<file path="src/rtl/fpv_pkg.sv">
package fpv_pkg;
  localparam int NSRC = 39;
  localparam int NCH  = 32;
  localparam int IW   = 6;
  localparam int VW   = 7;

  // sparse vector number of a source index
  function automatic int src_vec(input int i);
    int k;
    if (i <= 10) return 16 + i;
    if (i <= 22) begin
      k = i - 11;
      return 30 + (k / 2) * 4 + (k % 2);
    end
    if (i <= 26) return 52 + (i - 23);
    if (i <= 29) return 56 + (i - 27);
    if (i <= 32) return 60 + (i - 30);
    if (i <= 34) return 64 + (i - 33);
    return 68 + (i - 35);
  endfunction

  // DMA channel of a source, 0 = none
  function automatic int src_chan(input int i);
    if (i <= 3) return i + 1;
    if (i == 6 || i == 7) return i - 1;
    if (i >= 11 && i <= 26) return i - 4;
    if (i == 28 || i == 29) return i - 5;
    if (i == 31 || i == 32) return i - 6;
    if (i == 33) return 27;
    if (i >= 35) return i - 7;
    return 0;
  endfunction

  function automatic int chan_src(input int c);
    for (int s = 0; s < NSRC; s++)
      if (src_chan(s) == c) return s;
    return 0;
  endfunction

  function automatic logic [NSRC-1:0] port_mask();
    logic [NSRC-1:0] m;
    for (int s = 0; s < NSRC; s++) m[s] = (s <= 3) || (s >= 35);
    return m;
  endfunction

  function automatic logic [NSRC-1:0] key_mask();
    logic [NSRC-1:0] m;
    for (int s = 0; s < NSRC; s++) m[s] = (s == 4) || (s == 5);
    return m;
  endfunction

  function automatic logic [NSRC-1:0] chan_mask();
    logic [NSRC-1:0] m;
    for (int s = 0; s < NSRC; s++) m[s] = (src_chan(s) != 0);
    return m;
  endfunction

  function automatic logic [31:0] vec_addr_of(input logic [31:0] base, input logic [VW-1:0] v);
    return base + {23'd0, v, 2'b00};
  endfunction
endpackage

</file>
<file path="src/rtl/fpv_trigger.sv">
module fpv_trigger (
  input  logic clk,
  input  logic rst_n,
  input  logic raw,
  input  logic invert,
  output logic evt,
  output logic act
);
  logic s1, s2, act_prev;

  assign act = s2 ^ invert;
  assign evt = act & ~act_prev;

  always_ff @(posedge clk or negedge rst_n) begin
    if (!rst_n) begin
      s1 <= 1'b0;
      s2 <= 1'b0;
      act_prev <= 1'b0;
    end else begin
      s1 <= raw;
      s2 <= s1;
      act_prev <= act;
    end
  end


  evt_single_chk: assert property (@(posedge clk) disable iff (!rst_n)
    evt |=> !evt);
endmodule

</file>
<file path="src/rtl/fpv_flags.sv">
module fpv_flags #(
  parameter int N = 39
) (
  input  logic         clk,
  input  logic         rst_n,
  input  logic [N-1:0] set_evt,
  input  logic [N-1:0] lvl_act,
  input  logic [N-1:0] lvl_mode,
  input  logic [N-1:0] clr,
  output logic [N-1:0] flag
);
  for (genvar g = 0; g < N; g++) begin : g_bit
    always_ff @(posedge clk or negedge rst_n) begin
      if (!rst_n)           flag[g] <= 1'b0;
      else if (lvl_mode[g]) flag[g] <= lvl_act[g];
      else                  flag[g] <= set_evt[g] | (flag[g] & ~clr[g]);
    end
  end

  logic [N-1:0] edge_clr;
  assign edge_clr = clr & ~set_evt & ~lvl_mode;


  edge_clear_chk: assert property (@(posedge clk) disable iff (!rst_n)
    (|edge_clr) |=> ((flag & $past(edge_clr) & ~lvl_mode) == '0));
endmodule

</file>
<file path="src/rtl/fpv_select.sv">
module fpv_select #(
  parameter int N  = 39,
  parameter int IW = 6
) (
  input  logic          clk,
  input  logic          rst_n,
  input  logic [N-1:0]  cand,
  output logic          any,
  output logic [IW-1:0] idx
);
  always_comb begin
    any = 1'b0;
    idx = '0;
    for (int i = N - 1; i >= 0; i--) begin
      if (cand[i]) begin
        any = 1'b1;
        idx = IW'(i);
      end
    end
  end

  logic [N-1:0] below;
  assign below = (N'(1) << idx) - N'(1);


  lowest_wins_chk: assert property (@(posedge clk) disable iff (!rst_n)
    any |-> (cand[idx] && ((cand & below) == '0)));
endmodule

</file>
<file path="src/rtl/fpv_intc.sv">
module fpv_intc #(
  parameter logic [31:0] VEC_BASE = 32'h0000_0C00
) (
  input  logic                       clk,
  input  logic                       rst_n,
  input  logic [fpv_pkg::NSRC-1:0]   src_req,
  input  logic                       reg_we,
  input  logic [2:0]                 reg_addr,
  input  logic [fpv_pkg::NSRC-1:0]   reg_wdata,
  output logic [fpv_pkg::NSRC-1:0]   reg_rdata,
  output logic                       cpu_irq,
  input  logic                       cpu_ack,
  output logic [fpv_pkg::VW-1:0]     vec_num,
  output logic [31:0]                vec_addr,
  output logic [fpv_pkg::NCH-1:1]    dma_req,
  input  logic [fpv_pkg::NCH-1:1]    dma_ack
);
  import fpv_pkg::*;

  localparam logic [NSRC-1:0] LVL_OK = port_mask();
  localparam logic [NSRC-1:0] POL_OK = port_mask() | key_mask();
  localparam logic [NSRC-1:0] RT_OK  = chan_mask();

  logic [NSRC-1:0] en_q, route_q, lvl_q, pol_q;
  logic [NSRC-1:0] evt, act, flag, clr, w1c, cand;
  logic            any;
  logic [IW-1:0]   idx;

  // register file
  always_ff @(posedge clk or negedge rst_n) begin
    if (!rst_n) begin
      en_q <= '0; route_q <= '0; lvl_q <= '0; pol_q <= '0;
    end else if (reg_we) begin
      case (reg_addr)
        3'd0: en_q    <= reg_wdata;
        3'd2: route_q <= reg_wdata & RT_OK;
        3'd3: lvl_q   <= reg_wdata & LVL_OK;
        3'd4: pol_q   <= reg_wdata & POL_OK;
        default: ;
      endcase
    end
  end

  always_comb begin
    case (reg_addr)
      3'd0: reg_rdata = en_q;
      3'd1: reg_rdata = flag;
      3'd2: reg_rdata = route_q;
      3'd3: reg_rdata = lvl_q;
      3'd4: reg_rdata = pol_q;
      default: reg_rdata = '0;
    endcase
  end

  assign w1c = (reg_we && reg_addr == 3'd1) ? reg_wdata : '0;

  for (genvar g = 0; g < NSRC; g++) begin : g_src
    localparam int C = src_chan(g);
    fpv_trigger u_trig (
      .clk(clk), .rst_n(rst_n), .raw(src_req[g]), .invert(pol_q[g]),
      .evt(evt[g]), .act(act[g])
    );
    if (C != 0) begin : g_dma
      assign clr[g] = w1c[g] | dma_ack[C];
    end else begin : g_cpu
      assign clr[g] = w1c[g];
    end
  end

  for (genvar c = 1; c < NCH; c++) begin : g_chan
    localparam int S = chan_src(c);
    assign dma_req[c] = flag[S] & en_q[S] & route_q[S];
  end

  fpv_flags #(.N(NSRC)) u_flags (
    .clk(clk), .rst_n(rst_n), .set_evt(evt), .lvl_act(act),
    .lvl_mode(lvl_q), .clr(clr), .flag(flag)
  );

  assign cand = flag & en_q & ~route_q;

  fpv_select #(.N(NSRC), .IW(IW)) u_sel (
    .clk(clk), .rst_n(rst_n), .cand(cand), .any(any), .idx(idx)
  );

  // registered vector, frozen while a request is outstanding
  always_ff @(posedge clk or negedge rst_n) begin
    if (!rst_n) begin
      cpu_irq  <= 1'b0;
      vec_num  <= '0;
      vec_addr <= '0;
    end else if (!cpu_irq || cpu_ack) begin
      cpu_irq  <= any;
      vec_num  <= any ? VW'(src_vec(int'(idx))) : '0;
      vec_addr <= any ? vec_addr_of(VEC_BASE, VW'(src_vec(int'(idx)))) : '0;
    end
  end


  vec_hold_chk: assert property (@(posedge clk) disable iff (!rst_n)
    (cpu_irq && !cpu_ack) |=> (cpu_irq && $stable(vec_num) && $stable(vec_addr)));


  vec_range_chk: assert property (@(posedge clk) disable iff (!rst_n)
    cpu_irq |-> (vec_num >= 7'd16 && vec_num <= 7'd71));


  dma_onehot_chk: assert property (@(posedge clk) disable iff (!rst_n)
    $countones(dma_req) <= $countones(flag & route_q));
endmodule

</file>
<file path="config.mk">
export PLATFORM = sky130hd
export DESIGN_NAME = fpv_intc
export DESIGN_NICKNAME = d
export VERILOG_FILES = /design/src/rtl/fpv_pkg.sv /design/src/rtl/fpv_trigger.sv /design/src/rtl/fpv_flags.sv /design/src/rtl/fpv_select.sv /design/src/rtl/fpv_intc.sv
export SDC_FILE = /design/constraint.sdc
export NUM_CORES = 1
export LEC_CHECK = 0
export BUFFER_PORTS_ARGS = -buffer_cell sky130_fd_sc_hd__buf_2
export CAP_MARGIN = 15
export CELL_PAD_IN_SITES_DETAIL_PLACEMENT = 0
export CELL_PAD_IN_SITES_GLOBAL_PLACEMENT = 1
export CORE_MARGIN = 2
export CORE_UTILIZATION = 45
export CTS_CLUSTER_DIAMETER = 200
export CTS_CLUSTER_SIZE = 25
export DETAILED_ROUTE_END_ITERATION = 8
export GPL_ROUTABILITY_DRIVEN = 1
export PLACE_DENSITY_LB_ADDON = 0.1
export SETUP_SLACK_MARGIN = 0.5
export SYNTH_ARGS = -nofsm -noshare
export SYNTH_HDL_FRONTEND = slang
export SYNTH_SLANG_ARGS = --single-unit
</file>
<file path="constraint.sdc">
create_clock -name clk -period 13.6 [get_ports clk]
set_input_delay 0 -clock clk [delete_from_list [all_inputs] [get_ports clk]]
set_output_delay 0 -clock clk [all_outputs]
set_load 0.02 [all_outputs]
</file>
* After elaboration in Yosys (flattened, before gate mapping) *
Index checks and enable logic that the tools add are counted.

storage, ports and cells
  word-level logic and storage cells = 632
  input port bits = 116
  bits in registers = 284
  output and inout port bits = 110

cells by class
  $add $sub $neg = 16
  mux-type cells = 133
  eq/ne operators = 4
  reductions and logical operators = 8
  order comparisons = 6
  bitwise logic cells = 302

operator list
  kind                                                            count
  2-to-1 mux 6 bit                                                39
  case mux 39 bit (5 select lines)                                1
  bitwise AND 1 bit                                               141
  2-to-1 mux 7 bit                                                17
  bitwise AND 39 bit                                              2
  inverter 1 bit                                                  78
  2-to-1 mux 1 bit                                                74
  bitwise OR 1 bit                                                70
  2-to-1 mux 39 bit                                               1
  inverter 39 bit                                                 1
  adder 7 bit, first input constant                               5
  subtractor 6 x 5 -> 7 bit, second input constant                3
  less-or-equal comparator 6 x 5 -> 1 bit, second input constant  3
  subtractor 6 x 6 -> 7 bit, second input constant                2
  adder 12 x 9 -> 13 bit, first input constant                    1
  2-to-1 mux 13 bit                                               1
  less-or-equal comparator 6 bit, second input constant           2
  XOR 1 bit                                                       10
  AND reduction 2 bit                                             4
  adder 5 x 6 -> 7 bit, first input constant                      1
  adder 6 x 7 -> 7 bit, first input constant                      1
  adder 7 x 2 -> 7 bit                                            1
  subtractor 6 x 4 -> 7 bit, second input constant                1
  equality test 3 x 2 -> 1 bit, second input constant             2
  other kinds (8)                                                 8

* Logic depth before layout (Yosys ltp) *
  depth after elaboration = 73
  depth in mapped cells = 25
  depth with buffers taken out = 23

* Modules after synthesis *
A second synthesis with hierarchy kept.

unflattened totals
  cells, all modules = 1209
  area, all modules = 13037.5 µm²

modules (own cells, without submodules)
  module       cells each  sequential area each (µm²)  area each (µm²)  instances
  fpv_intc     734         2402.3                      6816.5           1
  fpv_trigger  5           75.1                        92.6             39
  fpv_flags    195         975.9                       2098.3           1
  fpv_select   85          0.0                         511.7            1

* Least setup slack after synthesis *
Ideal clock, no wire load.

  kind = register -> register
  start point = reg route_q[28]
  end point = reg vec_addr[8]
  data arrival time = 5.431 ns
  path slack = 8.082 ns
  library setup time = 0.087 ns
  cell stages (with the launch flop) = 26
  period minus slack after synthesis = 5.518 ns
  path buffers = 2
  data required time = 13.513 ns
  path through = dfrtp_1 > and3b_1 > and2b_2 > o21ai_0 > o21ai_0 > a2111oi_0 > or2_2 > clkbuf_1 > inv_1 > ha_1 > clkbuf_2 > o21bai_2 > a2111oi_4 > ha_1 > nand2_1 > a21boi_0 > a221oi_1 > xnor2_1 > ha_1 > ha_1 > nor2_1 > o211ai_1 > o31ai_1 > xnor3_1 > or2_0 > a22oi_1

on the way
  cells in the longest elaborated chain, start to end = 52
  elaborated cells between the ends (all ways) = 127
  classes of those cells = add/sub (16); order compare (6); mux (102); bitwise (3)

ends and longest elaborated chain
  element                          line              RTL
  from (decl)                      fpv_intc.sv:24    logic [NSRC-1:0] en_q, route_q, lvl_q, pol_q;
  from (signal assigned)           fpv_intc.sv:36    3'd2: route_q <= reg_wdata & RT_OK;
  inverter 39 bit *                fpv_intc.sv:80    assign cand = flag & en_q & ~route_q;
  bitwise AND 39 bit *             fpv_intc.sv:80
  2-to-1 mux 6 bit (29 in series)  fpv_select.sv:15  if (cand[i]) begin
  subtractor 6 x 4 -> 7 bit        fpv_pkg.sv:12     k = i - 11;
  bitwise AND 1 bit (no line)      -
  adder 5 x 1 -> 5 bit (no line)   -
  adder 6 x 7 -> 7 bit             fpv_pkg.sv:13     return 30 + (k / 2) * 4 + (k % 2);
  adder 7 x 2 -> 7 bit             fpv_pkg.sv:13
  [... 8 more ...]                 -
  2-to-1 mux 7 bit                 fpv_pkg.sv:18     if (i <= 34) return 64 + (i - 33);
  2-to-1 mux 7 bit                 fpv_pkg.sv:17     if (i <= 32) return 60 + (i - 30);
  2-to-1 mux 7 bit                 fpv_pkg.sv:16     if (i <= 29) return 56 + (i - 27);
  2-to-1 mux 7 bit                 fpv_pkg.sv:15     if (i <= 26) return 52 + (i - 23);
  2-to-1 mux 7 bit                 fpv_pkg.sv:11     if (i <= 22) begin
  2-to-1 mux 7 bit                 fpv_intc.sv:92    end else if (!cpu_irq || cpu_ack) begin
  adder 12 x 9 -> 13 bit           fpv_pkg.sv:59     return base + {23'd0, v, 2'b00};
  2-to-1 mux 13 bit *              fpv_intc.sv:95    vec_addr <= any ? vec_addr_of(VEC_BASE, VW'(src_vec(int'(idx)))) : '0;
  to (signal assigned)             fpv_intc.sv:95
  to (decl)                        fpv_intc.sv:14    output logic [31:0] vec_addr,

Mark *: on every way between the ends. The rest lies on a longest branch, timed or not. The select of a mux whose other input is x is not followed.
A chain may end at the register's enable or synchronous reset.

* Worst setup path after layout *
  start point = reg en_q[1]
  end point = reg vec_addr[8]

on the way
  cells in the longest elaborated chain, start to end = 25
  elaborated cells between the ends (all ways) = 73
  classes of those cells = add/sub (16); order compare (6); mux (48); bitwise (3)

ends and longest elaborated chain
  element                             line              RTL
  from (decl)                         fpv_intc.sv:24
  from (signal assigned)              fpv_intc.sv:35    3'd0: en_q <= reg_wdata;
  bitwise AND 39 bit * (2 in series)  fpv_intc.sv:80
  2-to-1 mux 6 bit (2 in series)      fpv_select.sv:15
  subtractor 6 x 4 -> 7 bit           fpv_pkg.sv:12
  bitwise AND 1 bit (no line)         -
  adder 5 x 1 -> 5 bit (no line)      -
  adder 6 x 7 -> 7 bit                fpv_pkg.sv:13
  adder 7 x 2 -> 7 bit                fpv_pkg.sv:13
  2-to-1 mux 7 bit (2 in series)      fpv_pkg.sv:11
  [... 6 more ...]                    -
  2-to-1 mux 7 bit                    fpv_pkg.sv:18
  2-to-1 mux 7 bit                    fpv_pkg.sv:17
  2-to-1 mux 7 bit                    fpv_pkg.sv:16
  2-to-1 mux 7 bit                    fpv_pkg.sv:15
  2-to-1 mux 7 bit                    fpv_pkg.sv:11
  2-to-1 mux 7 bit                    fpv_intc.sv:92
  adder 12 x 9 -> 13 bit              fpv_pkg.sv:59
  2-to-1 mux 13 bit *                 fpv_intc.sv:95

Marked as above.

==> impl_metrics.csv <==
group,metric,value,unit
run_status,status,"finished clean",
final_layout,n_antenna_cell,0,
place,gp_congestion,0.873,
cts,cts-htree-levels,1,
routing,drc,0,
synthesis,async_reset_ff_frac,1.00,
sta,maxSlewViolCount,0,
sta,fin_ws,7310,ps
synthesis,yosysTopAreaCell,"dfrtp_1",
synthesis,yosys.area_share.simple,0.158,
synthesis,synth.cell_area,11900,µm²
global_route,overflow,0,
synthesis,syn_avg_cell_area,11.3,µm²
synthesis,synth-edff-count,0,
setup_path,cp-end-kind,"flop",
floorplanning,core_area,26000,µm²
synthesis,ys_warn_count,0,
synthesis,netlist_instances,1056,
setup_path,critPathKind,"flop to flop",
cts,path_clk_slew,100,ps
min_path,worstHoldPathType,"input pin to flop",
setup_path,reg2reg_depth,22,
cts,cts_tree,"yes",
routing,num_vias,8947,
sta,whs,64.7,ps
setup_path,critical_path.max_fanout,11,
floorplanning,die_x,166,µm
sta,final.period_utilization,0.463,
synthesis,synth_common_cells,"dfrtp_1 (252), mux2_2 (88), nor2_1 (86), nand2_1 (85), a21oi_1 (50)",
cts,post_cts_resized,0,
sta,relSlewSlack,0.308,
global_route,antenna_found_initial,0,
cts,root_buffer,"clkbuf_16",
global_route,grt_pass1_vias,9059,
final_layout,drive_gt1_frac,0.261,
floorplanning,die_y,166,µm
floorplanning,ioPinCount,226,
place,pre_cts_slack,7420,ps
synthesis,yosysMostFrequentCell,"dfrtp_1",
cts,cts_buffers,14,
synthesis,synth.ff_latch_count,252,
global_route,grt.total_usage,0.227,
cts,clock_sinks,252,
place,port_buffers,202,
routing,wl_met1,15100,µm
setup_path,start_kind,"flop",
routing,viasPerCell,5.29,
final_layout,area_growth,23.7,%
synthesis,synth.area.mux_share,0.125,
flow_run,cap_violations,0,
routing,highest_layer,"met4",
cts,cts_buffer_depth,3,
sta,tightestPinTransition,1020,ps
synthesis,synth-adder-area-share,0.0211,
synthesis,synth_top_family_by_area,"simple AND/OR/NAND/NOR gates",
min_path,min_path_cells,4,
sta,tns,0,ps
floorplanning,initial_core_util,0.457,
final_layout,design_area,14700,µm²
synthesis,dominantRegCellSynth,"dfrtp_1",
synthesis,synth.area.top_cells,"dfrtp_1 (53%), mux2_2 (8.3%), mux2i_1 (4.1%)",
power_and_ir_drop,powerDensity,162,nW/µm²
sta,setup_violations,0,
cts,clk_latency,480,ps
floorplanning,row_count,59,
routing,detail_route.first_pass.iterations,5,
sta,period_needed,6290,ps
setup_path,reg2reg_slack,7310,ps
synthesis,synth_cell_types,86,
synthesis,synth_xor_area_frac,0.0202,
sta,rsz0062_at_grt,"false",
synthesis,yosysSeqAreaShare,0.531,
place,placed_area,13100,µm²
floorplanning,die_area,27700,µm²
sta,hold_viol,0,
place,post-dp-hpwl,21400,µm
sta,skew,23.8,ps
routing,ant_nets,0,
routing,routed-wl-met2,14700,µm
routing,wl_per_cell,18.8,µm
routing,met3_length,1410,µm
final_layout,nNetsFinal,1491,
routing,drt_iter0_drc,456,
synthesis,synth-compound-area-share,0.0992,
power_and_ir_drop,p_leak,7.03,nW
sta,fmax,159,MHz
synthesis,synth_top_area_frac,0.531,
routing,route.final.wire_length,31700,µm
global_route,grt_max_degree,107,
setup_path,cp_data_arrival_time,6680,ps
global_route,grt_first_pass_wirelength,50500,µm
power_and_ir_drop,peakVddDrop,0.124,mV
setup_path,crit_required,13990,ps
-- layout make-up --
| cell class | instances | area [µm²] |
|---|---|---|
| inverters | 42 | 158 |
| repair buffers | 329 | 2270 |
| clock inverters | 1 | 30.0 |
| flip-flops and latches | 252 | 6310 |
| well taps | 335 | 419 |
| fillers | 2286 | 11300 |
| multi-input cells | 716 | 5140 |
| clock buffers | 15 | 375 |
-- registers in the layout, indices dropped and copies added (netlist names), 6 cells and up --
register               cells
vec_num                    6
u_flags.flag              39
g_src.u_trig.act_prev     39
pol_q                     10
lvl_q                      8
route_q                   31
en_q                      39
g_src.u_trig.s2           39
g_src.u_trig.s1           39
-- logic make-up (layout without fill, tap and decap cells) --
| kind of cell | count (synthesis) | after routing |
|---|---|---|
| flops | 252 | 252 |
| other cells | 1 | 23 |
| buf+inv | 110 | 387 |
| xor+xnor | 25 | 25 |
| fa+ha+maj | 20 | 20 |
| compound gates | 176 | 176 |
| mux | 137 | 137 |
| simple gates | 335 | 335 |
-- stage by stage --
step | power, mW | std cells | utilization
floorplan | 1.67 | 1078 | -
global route | 2.55 | 1690 | 0.566
CTS | 2.40 | 1690 | 0.566
finish | 2.38 | 1690 | 0.566
global placement | 1.93 | 1557 | 0.505
detailed placement | 1.92 | 1557 | 0.505
-- worst paths after layout --
check                                                      end                    startpoint
max                                    vec_addr[8]$_DFFE_PN0P_           en_q[1]$_DFFE_PN0P_
min                                      pol_q[36]$_DFFE_PN0P_                        reg_we
max reg2reg                            vec_addr[8]$_DFFE_PN0P_           en_q[1]$_DFFE_PN0P_
min reg2reg                       g_src[6].u_trig.s2$_DFF_PN0_  g_src[6].u_trig.s1$_DFF_PN0_
max in group asynchronous  g_src[35].u_trig.act_prev$_DFF_PN0_                         rst_n
min in group asynchronous  g_src[12].u_trig.act_prev$_DFF_PN0_                         rst_n
-- cell usage in the layout, fill, tap and decap left out, drive strengths merged, types with 3 or more instances in the layout --
master       netlist  layout
nor2              86      86
xnor2             10      10
nand3b            46      46
o21ai             49      49
a211oi             3       3
o22ai             11      11
and3              33      33
mux2              88      88
nand4              5       5
ha                20      20
nor3b              4       4
or2                6       6
nand2             86      86
o211ai             6       6
nor3              11      11
a21o               4       4
nand3             14      14
and3b             11      11
nor2b              5       5
o31ai              4       4
xor2              14      14
a32o               9       9
dfrtp            252     252
a21oi             51      51
a22o               4       4
o21bai             3       3
o21a               3       3
mux2i             49      49
nand2b            12      12
buf               42     212
inv               42      42
dlygate4sd3        0     117
a22oi              4       4
clkbuf            26      15
o221ai             4       4
nor4               5       5
conb               1      23
-- report_power, final --
group / switching (mW) / internal [mW] / leakage [nW]
sequential: 0.0909 / 0.856 / 2.97
clock: 0.240 / 0.202 / 0.196
combinational: 0.539 / 0.450 / 3.86
-- per-layer routing --
metal	GRT usage	vias to the layer above
met5	0	-
met4	0.0465	0
met3	0.0273	39
met2	0.367	236
met1	0.333	4433
li1	-	4239
-- what timing repair did --
action | CTS | global route
setup endpoints to repair | 0 | 0
hold buffers | 117 | 0
setup buffers | 0 | 0
endpoints found under the hold margin | 272 | 0
-- critical path, stage by stage, from the launching register on --
cell and delay (ps):
dfrtp_1 410, and3b_1 240, o32ai_1 470, a211o_1 210, o22ai_1 170, nor2_1 630, inv_2 170, ha_1 350
o21bai_2 270, a2111oi_4 700, ha_1 310, nand2_1 60, a21boi_0 170, a221oi_1 90, xnor2_1 180, ha_1 290
ha_1 240, nor2_1 120, o211ai_1 90, o31ai_1 200, xnor3_1 410, or2_0 200, a22oi_1 210
Note: power is estimated with default switching activity, not from simulation.
